==> src/rtl/pingpong_rx_dma.sv <==
module pingpong_rx_dma #(
  parameter int AW = 16,
  parameter int DW = 16,
  parameter int LW = 8
) (
  input  logic          clk,
  input  logic          rst_n,
  input  logic          enable,
  input  logic          in_valid,
  input  logic [DW-1:0] in_data,
  input  logic [AW-1:0] base_a,
  input  logic [AW-1:0] base_b,
  input  logic [LW-1:0] blk_len,
  input  logic          irq_ack,
  output logic          mem_we,
  output logic [AW-1:0] mem_addr,
  output logic [DW-1:0] mem_data,
  output logic          irq,
  output logic          irq_buf,
  output logic          overrun
);

  logic [LW-1:0] count;
  logic          sel;

  wire          run  = enable && (blk_len != '0);
  wire          take = run && in_valid;
  wire          last = (count == blk_len - LW'(1));
  wire [AW-1:0] base = sel ? base_b : base_a;

  always_ff @(posedge clk or negedge rst_n) begin
    if (!rst_n) begin
      mem_we   <= 1'b0;
      mem_addr <= '0;
      mem_data <= '0;
      count    <= '0;
      sel      <= 1'b0;
      irq      <= 1'b0;
      irq_buf  <= 1'b0;
      overrun  <= 1'b0;
    end else begin
      mem_we <= take;
      if (take) begin
        mem_addr <= base + AW'(count);
        mem_data <= in_data;
      end

      if (!run) begin
        count <= '0;
        sel   <= 1'b0;
      end else if (take) begin
        if (last) begin
          count <= '0;
          sel   <= ~sel;
        end else begin
          count <= count + LW'(1);
        end
      end

      if (take && last) begin
        irq     <= 1'b1;
        irq_buf <= sel;
        if (irq && !irq_ack) overrun <= 1'b1;
      end else if (irq_ack) begin
        irq     <= 1'b0;
        overrun <= 1'b0;
      end
    end
  end

endmodule

==> config.mk <==
export PLATFORM = sky130hd
export DESIGN_NAME = pingpong_rx_dma
export DESIGN_NICKNAME = d
export VERILOG_FILES = /design/src/rtl/pingpong_rx_dma.sv
export SDC_FILE = /design/constraint.sdc
export NUM_CORES = 1
export LEC_CHECK = 0
export BUFFER_PORTS_ARGS = -buffer_cell sky130_fd_sc_hd__buf_2
export CAP_MARGIN = 5
export CORE_MARGIN = 2
export CORE_UTILIZATION = 45
export CTS_CLUSTER_DIAMETER = 200
export DETAILED_ROUTE_END_ITERATION = 6
export PLACE_DENSITY = 0.73
export SYNTH_ARGS = -nofsm -noshare
export SYNTH_HDL_FRONTEND = slang
export SYNTH_SLANG_ARGS = --single-unit
==> constraint.sdc <==
create_clock -name clk -period 4.2 [get_ports clk]
set_input_delay 0.21 -clock clk [delete_from_list [all_inputs] [get_ports clk]]
set_output_delay 0.21 -clock clk [all_outputs]
set_load 0.02 [all_outputs]
### Word-level counts from Yosys, hierarchy flattened

Index checks and enable logic that the tools add are counted.

| storage, ports and cells | value |
|---|---|
| register bits | 45 |
| bits of input ports | 61 |
| output and inout bits | 36 |
| logic and storage cells | 36 |

| cells by class | value |
|---|---|
| add/subtract/negate cells | 3 |
| equality and inequality tests | 4 |
| mux-type cells | 11 |
| bitwise logic cells | 1 |
| reduce and logical (&&, ||, !) cells | 9 |

Operators with widths:

| cell | number |
|---|---|
| $mux W8 | 3 |
| $add A16 B8 Y16 | 1 |
| $mux W16 | 1 |
| $add A8 B1 Y8 const B | 1 |
| $eq A8 B8 Y1 | 1 |
| $reduce_bool A8 Y1 | 1 |
| $sub A8 B1 Y8 const B | 1 |
| $mux W1 | 7 |
| $ne A2 B1 Y1 const B | 3 |
| $logic_and A1 B1 Y1 | 4 |
| $reduce_and A2 Y1 | 2 |
| $reduce_bool A2 Y1 | 1 |
| $logic_not A1 Y1 | 1 |
| $not A1 Y1 | 1 |

### Longest topological paths before layout

Gate-level depths: netlist of the first run.

| logic depth | value |
|---|---|
| word-level depth | 6 |
| gate-level depth with buffers | 12 |
| gate-level depth less buffers | 9 |

### Least setup slack after synthesis of the first run

OpenSTA, ideal clock, no wires.

| timing path | value |
|---|---|
| kind | reg-to-reg |
| start point | register sel |
| end point | register mem_addr[10] |
| setup time | 0.083 ns |
| arrival | 3.468 ns |
| data required time | 4.117 ns |
| slack | 0.649 ns |
| cell stages (with the launch flop) | 13 |
| buffers on the path | 3 |
| period minus slack after synthesis | 3.551 ns |
| path through | dfrtp_1 -> clkbuf_1 -> buf_1 -> clkbuf_1 -> mux2_2 -> ha_1 -> fa_1 -> a21oi_1 -> o211ai_1 -> o41ai_1 -> nor3_1 -> xor2_1 -> o21ai_0 |

| between the ends | value |
|---|---|
| word-level cells in the longest chain between the ends | 2 |

RTL lines:

| element | RTL line | text |
|---|---|---|
| start: declaration | 24 | `logic sel;` |
| start signal: assignment | 54 | `sel <= ~sel;` |
| $mux W16 | 29 | `wire [AW-1:0] base = sel ? base_b : base_a;` |
| $add A16 B8 Y16 | 44 | `mem_addr <= base + AW'(count);` |
| end signal: assignment | 44 |  |
| end: declaration | 16 | `output logic [AW-1:0] mem_addr,` |

No other way between the ends.
A chain may end at the register's enable or synchronous reset.

### Final worst setup path of the first run

Same ends and word-level chain as after synthesis.

==> impl_metrics.csv, run 1 <==
group,metric,value,unit
outcome,status,"complete, no violations",
pwr,seq_power_share,49.3,%
routing,via_per_inst,4.99,
layout,mostFrequentLayoutCells,"96 x buf_2, 77 x nand2_1, 45 x dfrtp_1, 20 x xnor2_1, 19 x o21ai_0",
layout,layout-drive-gt1-share,32.8,%
critical_path,cp_max_fo,5,
critical_path,end_kind,"flop",
floorplanning,die_h,81.9,µm
yosys,syn_nets,370,
sta,fin_crit,2.95,ns
routing,drc,0,
sta,fin_skew,0.00466,ns
routing,wl,5970,µm
critical_path,timing.rr.start,"sel$_DFFE_PN0P_",
clock_tree,cts_setup_buffers,0,
floorplanning,core,5890,µm²
critical_path,cp-startpoint,"sel$_DFFE_PN0P_",
pwr,comb_power_share,24.5,%
yosys,yosys-top-cells-area,"dfrtp_1 41%, nand2_1 11%, xnor2_1 6.4%, mux2_2 5.4%, ha_1 5.0%",
critical_path,crit_arrival,3.17,ns
floorplanning,dieArea,6710,µm²
sta,fmax,0.339,GHz
critical_path,critPathBufInv,0,
sta,hold_viol,0,
routing,drt_pass1_iterations,4,
sta,slew_headroom,34.7,%
layout,final_common_cell,"buf_2",
grt,grt_max_degree,46,
yosys,synth_area,2730,µm²
pwr,p_sw_share,32.0,%
sta,rsz0062_at_grt,"false",
clock_tree,clkTransAtPathRegs,0.08,ns
worst_hold_path,hold_path.class,"in2async",
critical_path,start_kind,"flop",
critical_path,path_class,"reg2reg",
routing,dr.first_iter.drc_count,82,
place,hpwl,4650,µm
clock_tree,cts_made_buffers,5,
clock_tree,clk_latency,0.30,ns
critical_path,worst_path_max_delay_cell,"o41ai_1",
yosys,synth_warnings,0,
critical_path,path_delay_family,"compound AO/OA/AOI/OAI gates",
yosys,yosysTopAreaCell,"dfrtp_1",
yosys,synth-edff-count,0,
yosys,synth_flop_cell,"dfrtp_1",
yosys,async_reset_ff_share,100,%
critical_path,rrSetupSlack,1.25,ns
layout,area_growth_syn_to_layout,23.3,%
yosys,syn_avg_cell_area,9.20,µm²
yosys,synth_cell_types,44,
clock_tree,cts_max_level,2,
run,drv_cap,0,
pwr,total_power,0.00102,W
sta,worst_pin_slew,0.980,ns
routing,detail-route-antenna-nets,0,
grt,grt_pass1_vias,2206,
clock_tree,cts_hold_buf,0,
grt,grtUsageTotal,18.7,%
pwr,ir_drop,154,µV
pwr,power.density,302,nW/µm²
clock_tree,clk_path_buf_depth,2,
yosys,synth.ff_latch_count,45,
critical_path,cpPeakStageDelay,0.66,ns
clock_tree,cts_resized,0,
layout,antenna_cells,0,
pwr,p_clk_share,26.2,%
grt,antenna_found_initial,0,
floorplanning,initial_core_util,46.4,%
critical_path,cp_data_required_time,4.42,ns
grt,gr-total-overflow,0,
pwr,power.switching,0.000326,W
sta,period_share,70.3,%
floorplanning,die_width,81.9,µm
sta,finalMaxSlewViolations,0,
clock_tree,cts_tree,"built",
floorplanning,ios,97,
floorplanning,rows,28,
yosys,yosysSeqAreaShare,41.2,%
critical_path,path_cells,"mux2_2 -> ha_1 -> fa_1 -> a21oi_1 -> o211ai_1 -> o41ai_1 -> nor3_1 -> xor2_1 -> o21ai_0",
place,globalplace.congestion,0.804,
sta,setup_violations,0,
routing,num_vias,2336,
grt,grt_pass1_wl,9810,µm
pwr,internal_power,0.000691,W
sta,tns,0,ns
layout,finalNetCount,465,
clock_tree,cts_sinks,45,
yosys,yosysTopAreaCellShare,41.2,%
clock_tree,clockRootBuffer,"clkbuf_8",
place,portBuffers,96,
yosys,synthCells,297,
pwr,power_leakage,1.67,nW
routing,wl_per_cell,12.8,µm
==> cells in the mapped netlist (all sizes together) (8+ instances only) <==
library cell,instances
mux2,13
nor2,11
a21oi,8
xnor2,20
ha,11
nor3,9
dfrtp,45
nand2,78
mux2i,8
xor2,10
nand3,9
inv,13
o21ai,19
==> metrics by stage <==
stage | instances | area [µm²] | hold slack [ns] | worst slack [ns] | util [%]
2_1_floorplan | 297 | 2730 | -0.0856 | 0.649 | -
3_3_place_gp | 460 | 3280 | 0.400 | 1.34 | 55.7
3_5_place_dp | 460 | 3280 | 0.406 | 1.27 | 55.7
4_1_cts | 468 | 3370 | 0.0786 | 1.23 | 57.3
5_1_grt | 468 | 3370 | 0.0820 | 1.05 | 57.3
6_report | 468 | 3370 | 0.0627 | 1.25 | 57.3
==> power by group through the flow <==
stage | clock network [W] | registers [W] | logic (W)
floorplan | 0 | 0.000563 | 0.0000921
global placement | 0 | 0.000509 | 0.000249
detailed placement | 0 | 0.000510 | 0.000253
CTS | 0.000279 | 0.000502 | 0.000253
global route | 0.000297 | 0.000507 | 0.000279
finish | 0.000266 | 0.000501 | 0.000249
==> per-layer routing <==
metal	vias up	GRT usage, %	routed length (µm)
met2	77	31.1	2690
met3	7	4.95	449
met4	0	4.17	52
met1	1052	24.3	2780
met5	-	0	0
li1	1200	-	-
==> worst reg2reg max path: cells and delay by family (launching register included) <==
kind,cells,cell delay (ns)
multiplexers,1,0.36
AO/OA/AOI/OAI,4,1.13
adder cells (fa/ha/maj),2,0.63
XOR/XNOR,1,0.19
flip-flops,1,0.44
AND/OR/NAND/NOR,1,0.14
==> sequential cells by signal, indices dropped and copies added, names as in the netlist <==
name / cells
mem_addr: 16
mem_data: 16
count: 8
irq: 1
irq_buf: 1
mem_we: 1
overrun: 1
sel: 1
==> area by class of cell <==
class / count / area (µm²)
sequential: 45 / 1130
inverter: 13 / 48.8
clock buffer: 5 / 68.8
clock inverter: 3 / 21.3
fill: 544 / 2510
timing repair buffer: 98 / 495
tap: 75 / 93.8
multi-input combinational: 229 / 1520
==> final timing paths <==
path                                                 end  cells past startpoint
worst max-delay path            mem_addr[10]$_DFFE_PN0P_                      9
worst min-delay path            mem_data[11]$_DFFE_PN0P_                      1
worst max register to register  mem_addr[10]$_DFFE_PN0P_                      9
worst min register to register   mem_data[2]$_DFFE_PN0P_                      2
max in group asynchronous           count[3]$_DFFE_PN0P_                      1
min in group clk                     overrun$_DFFE_PN0P_                      2
==> cells by family after synthesis <==
| group | share of synthesized area [%] |
|---|---|
| simple gates | 20.8 |
| mux | 8.28 |
| compound gates | 10.6 |
| xor+xnor | 9.61 |
| fa+ha+maj | 6.13 |
| flops | 41.2 |
| buf+inv | 3.34 |
No activity file was read; power rests on OpenSTA's default activity.
==> run 2: changes to the inputs <==
==> constraint.sdc (replaced) <==
create_clock -name clk -period 2.84 [get_ports clk]
set_input_delay 0.142 -clock clk [delete_from_list [all_inputs] [get_ports clk]]
set_output_delay 0.142 -clock clk [all_outputs]
set_load 0.02 [all_outputs]
==> impl_metrics.csv, run 2 (synthesis results as in run 1) <==
group,metric,value,unit
outcome,status,"complete, no violations",
clock_tree,cts_sinks,45,
grt,grt_pass1_wl,10100,µm
layout,antenna_cells,0,
place,dp_slack,0.102,ns
critical_path,start_kind,"flop",
layout,area_growth_syn_to_layout,25.0,%
run,drv_cap,0,
pwr,p_clk_share,27.1,%
sta,fmax,0.384,GHz
floorplanning,core,5890,µm²
sta,setup_violations,0,
routing,dr.first_iter.drc_count,76,
place,portBuffers,96,
grt,grt_max_degree,46,
pwr,comb_power_share,24.4,%
pwr,seq_power_share,48.6,%
clock_tree,cts_setup_buffers,0,
sta,worst_pin_slew,0.995,ns
floorplanning,ios,97,
layout,final_common_cell,"buf_2",
pwr,internal_power,0.00105,W
routing,wl_per_cell,13.5,µm
sta,tns,0,ns
grt,grt_pass1_vias,2225,
floorplanning,die_width,81.9,µm
grt,antenna_found_initial,0,
place,globalplace.congestion,0.801,
sta,hold_viol,0,
place,dpl_cell_area,3300,µm²
clock_tree,cts_tree,"built",
critical_path,cp_data_required_time,3.02,ns
sta,fin_skew,0.00742,ns
sta,setup_slack,0.238,ns
pwr,power_leakage,1.70,nW
routing,drc,0,
layout,num-fill-cells,537,
sta,rsz0062_at_grt,"false",
clock_tree,clkTransAtPathRegs,0.09,ns
sta,fin_crit,2.60,ns
sta,finalMaxSlewViolations,0,
critical_path,rrSetupSlack,0.24,ns
pwr,total_power,0.00153,W
worst_hold_path,hold_path.class,"in2async",
floorplanning,initial_core_util,46.4,%
sta,slew_headroom,33.7,%
floorplanning,die_h,81.9,µm
clock_tree,cts_hold_buf,0,
routing,num_vias,2372,
layout,finalNetCount,466,
routing,drt_pass1_iterations,4,
clock_tree,cts_made_buffers,5,
grt,gr-total-overflow,0,
routing,via_per_inst,5.06,
layout,mostFrequentLayoutCells,"96 x buf_2, 77 x nand2_1, 45 x dfrtp_1, 20 x xnor2_1, 19 x o21ai_0",
floorplanning,dieArea,6710,µm²
routing,wl,6330,µm
layout,layout-drive-gt1-share,34.0,%
pwr,power.density,447,nW/µm²
clock_tree,cts_max_level,2,
layout,top_regs,"mem_addr: 16 flops, mem_data: 16 flops, count: 8 flops",
routing,detail-route-antenna-nets,0,
clock_tree,clk_latency,0.30,ns
floorplanning,rows,28,
critical_path,end_kind,"flop",
layout,stdcell_area,3420,µm²
sta,period_share,91.6,%
pwr,power.switching,0.000482,W
grt,grtUsageTotal,19.3,%
pwr,ir_drop,293,µV
critical_path,cp_max_fo,20,
pwr,p_sw_share,31.6,%
clock_tree,clk_path_buf_depth,2,
place,hpwl,4930,µm
clock_tree,clockRootBuffer,"clkbuf_8",
sta,hold_ws,0.0113,ns
critical_path,path_class,"reg2reg",
critical_path,crit_arrival,2.78,ns
[run 2: routing by layer]
| layer | vias up | wire length [µm] | global-route usage (%) |
|---|---|---|---|
| met5 | - | 0 | 0 |
| met4 | 0 | 59 | 4.00 |
| met3 | 7 | 462 | 3.96 |
| met2 | 87 | 2890 | 33.7 |
| met1 | 1079 | 2920 | 24.8 |
| li1 | 1199 | - | - |
[run 2: what timing repair did]
action | CTS | global route
gates resized for setup | 0 | 3
endpoints found under the setup margin | 0 | 7
endpoints found under the hold margin | 0 | 0
[run 2: worst max-delay path, stage by stage, from the launching register on]
cell and delay, ns:
dfrtp_1 0.46, buf_6 0.24, mux2_2 0.36, ha_1 0.37
nand3_1 0.13, o211ai_1 0.34, o41ai_4 0.13, nor3_1 0.23
xor2_1 0.15, o21ai_0 0.08
[run 2: path summary, 6_finish.rpt]
kind	start	endpoint	cells past startpoint
worst max-delay path	sel$_DFFE_PN0P_	mem_addr[10]$_DFFE_PN0P_	9
worst max register to register	sel$_DFFE_PN0P_	mem_addr[10]$_DFFE_PN0P_	9
min in group clk	irq_ack	overrun$_DFFE_PN0P_	2
worst min-delay path	rst_n	mem_data[4]$_DFFE_PN0P_	1
worst min register to register	mem_data[5]$_DFFE_PN0P_	mem_data[5]$_DFFE_PN0P_	2
max in group asynchronous	rst_n	count[2]$_DFFE_PN0P_	1
[run 2: power by group through the flow]
stage	Clock, W	Combinational (W)	Sequential, W
finish	0.000414	0.000373	0.000742
global route	0.000450	0.000418	0.000751
CTS	0.000429	0.000378	0.000743
detailed placement	0	0.000377	0.000755
global placement	0	0.000369	0.000753
floorplan	0	0.000138	0.000833
[run 2: cell type report]
class,count,area [µm²],area share [%]
Inverter,13,48.8,1.43
Clock buffer,6,82.6,2.42
Sequential cell,45,1130,32.9
Tap cell,75,93.8,2.75
Timing Repair Buffer,99,507,14.8
Clock inverter,2,13.8,0.403
Multi-Input combinational cell,229,1550,45.2
[run 2: metrics by stage]
step | std cells | util, %
after global routing | 469 | 58.1
after CTS | 469 | 57.7
after detailed placement | 461 | 56.1
after global placement | 461 | 56.1
after floorplan | 297 | -
final | 469 | 58.1
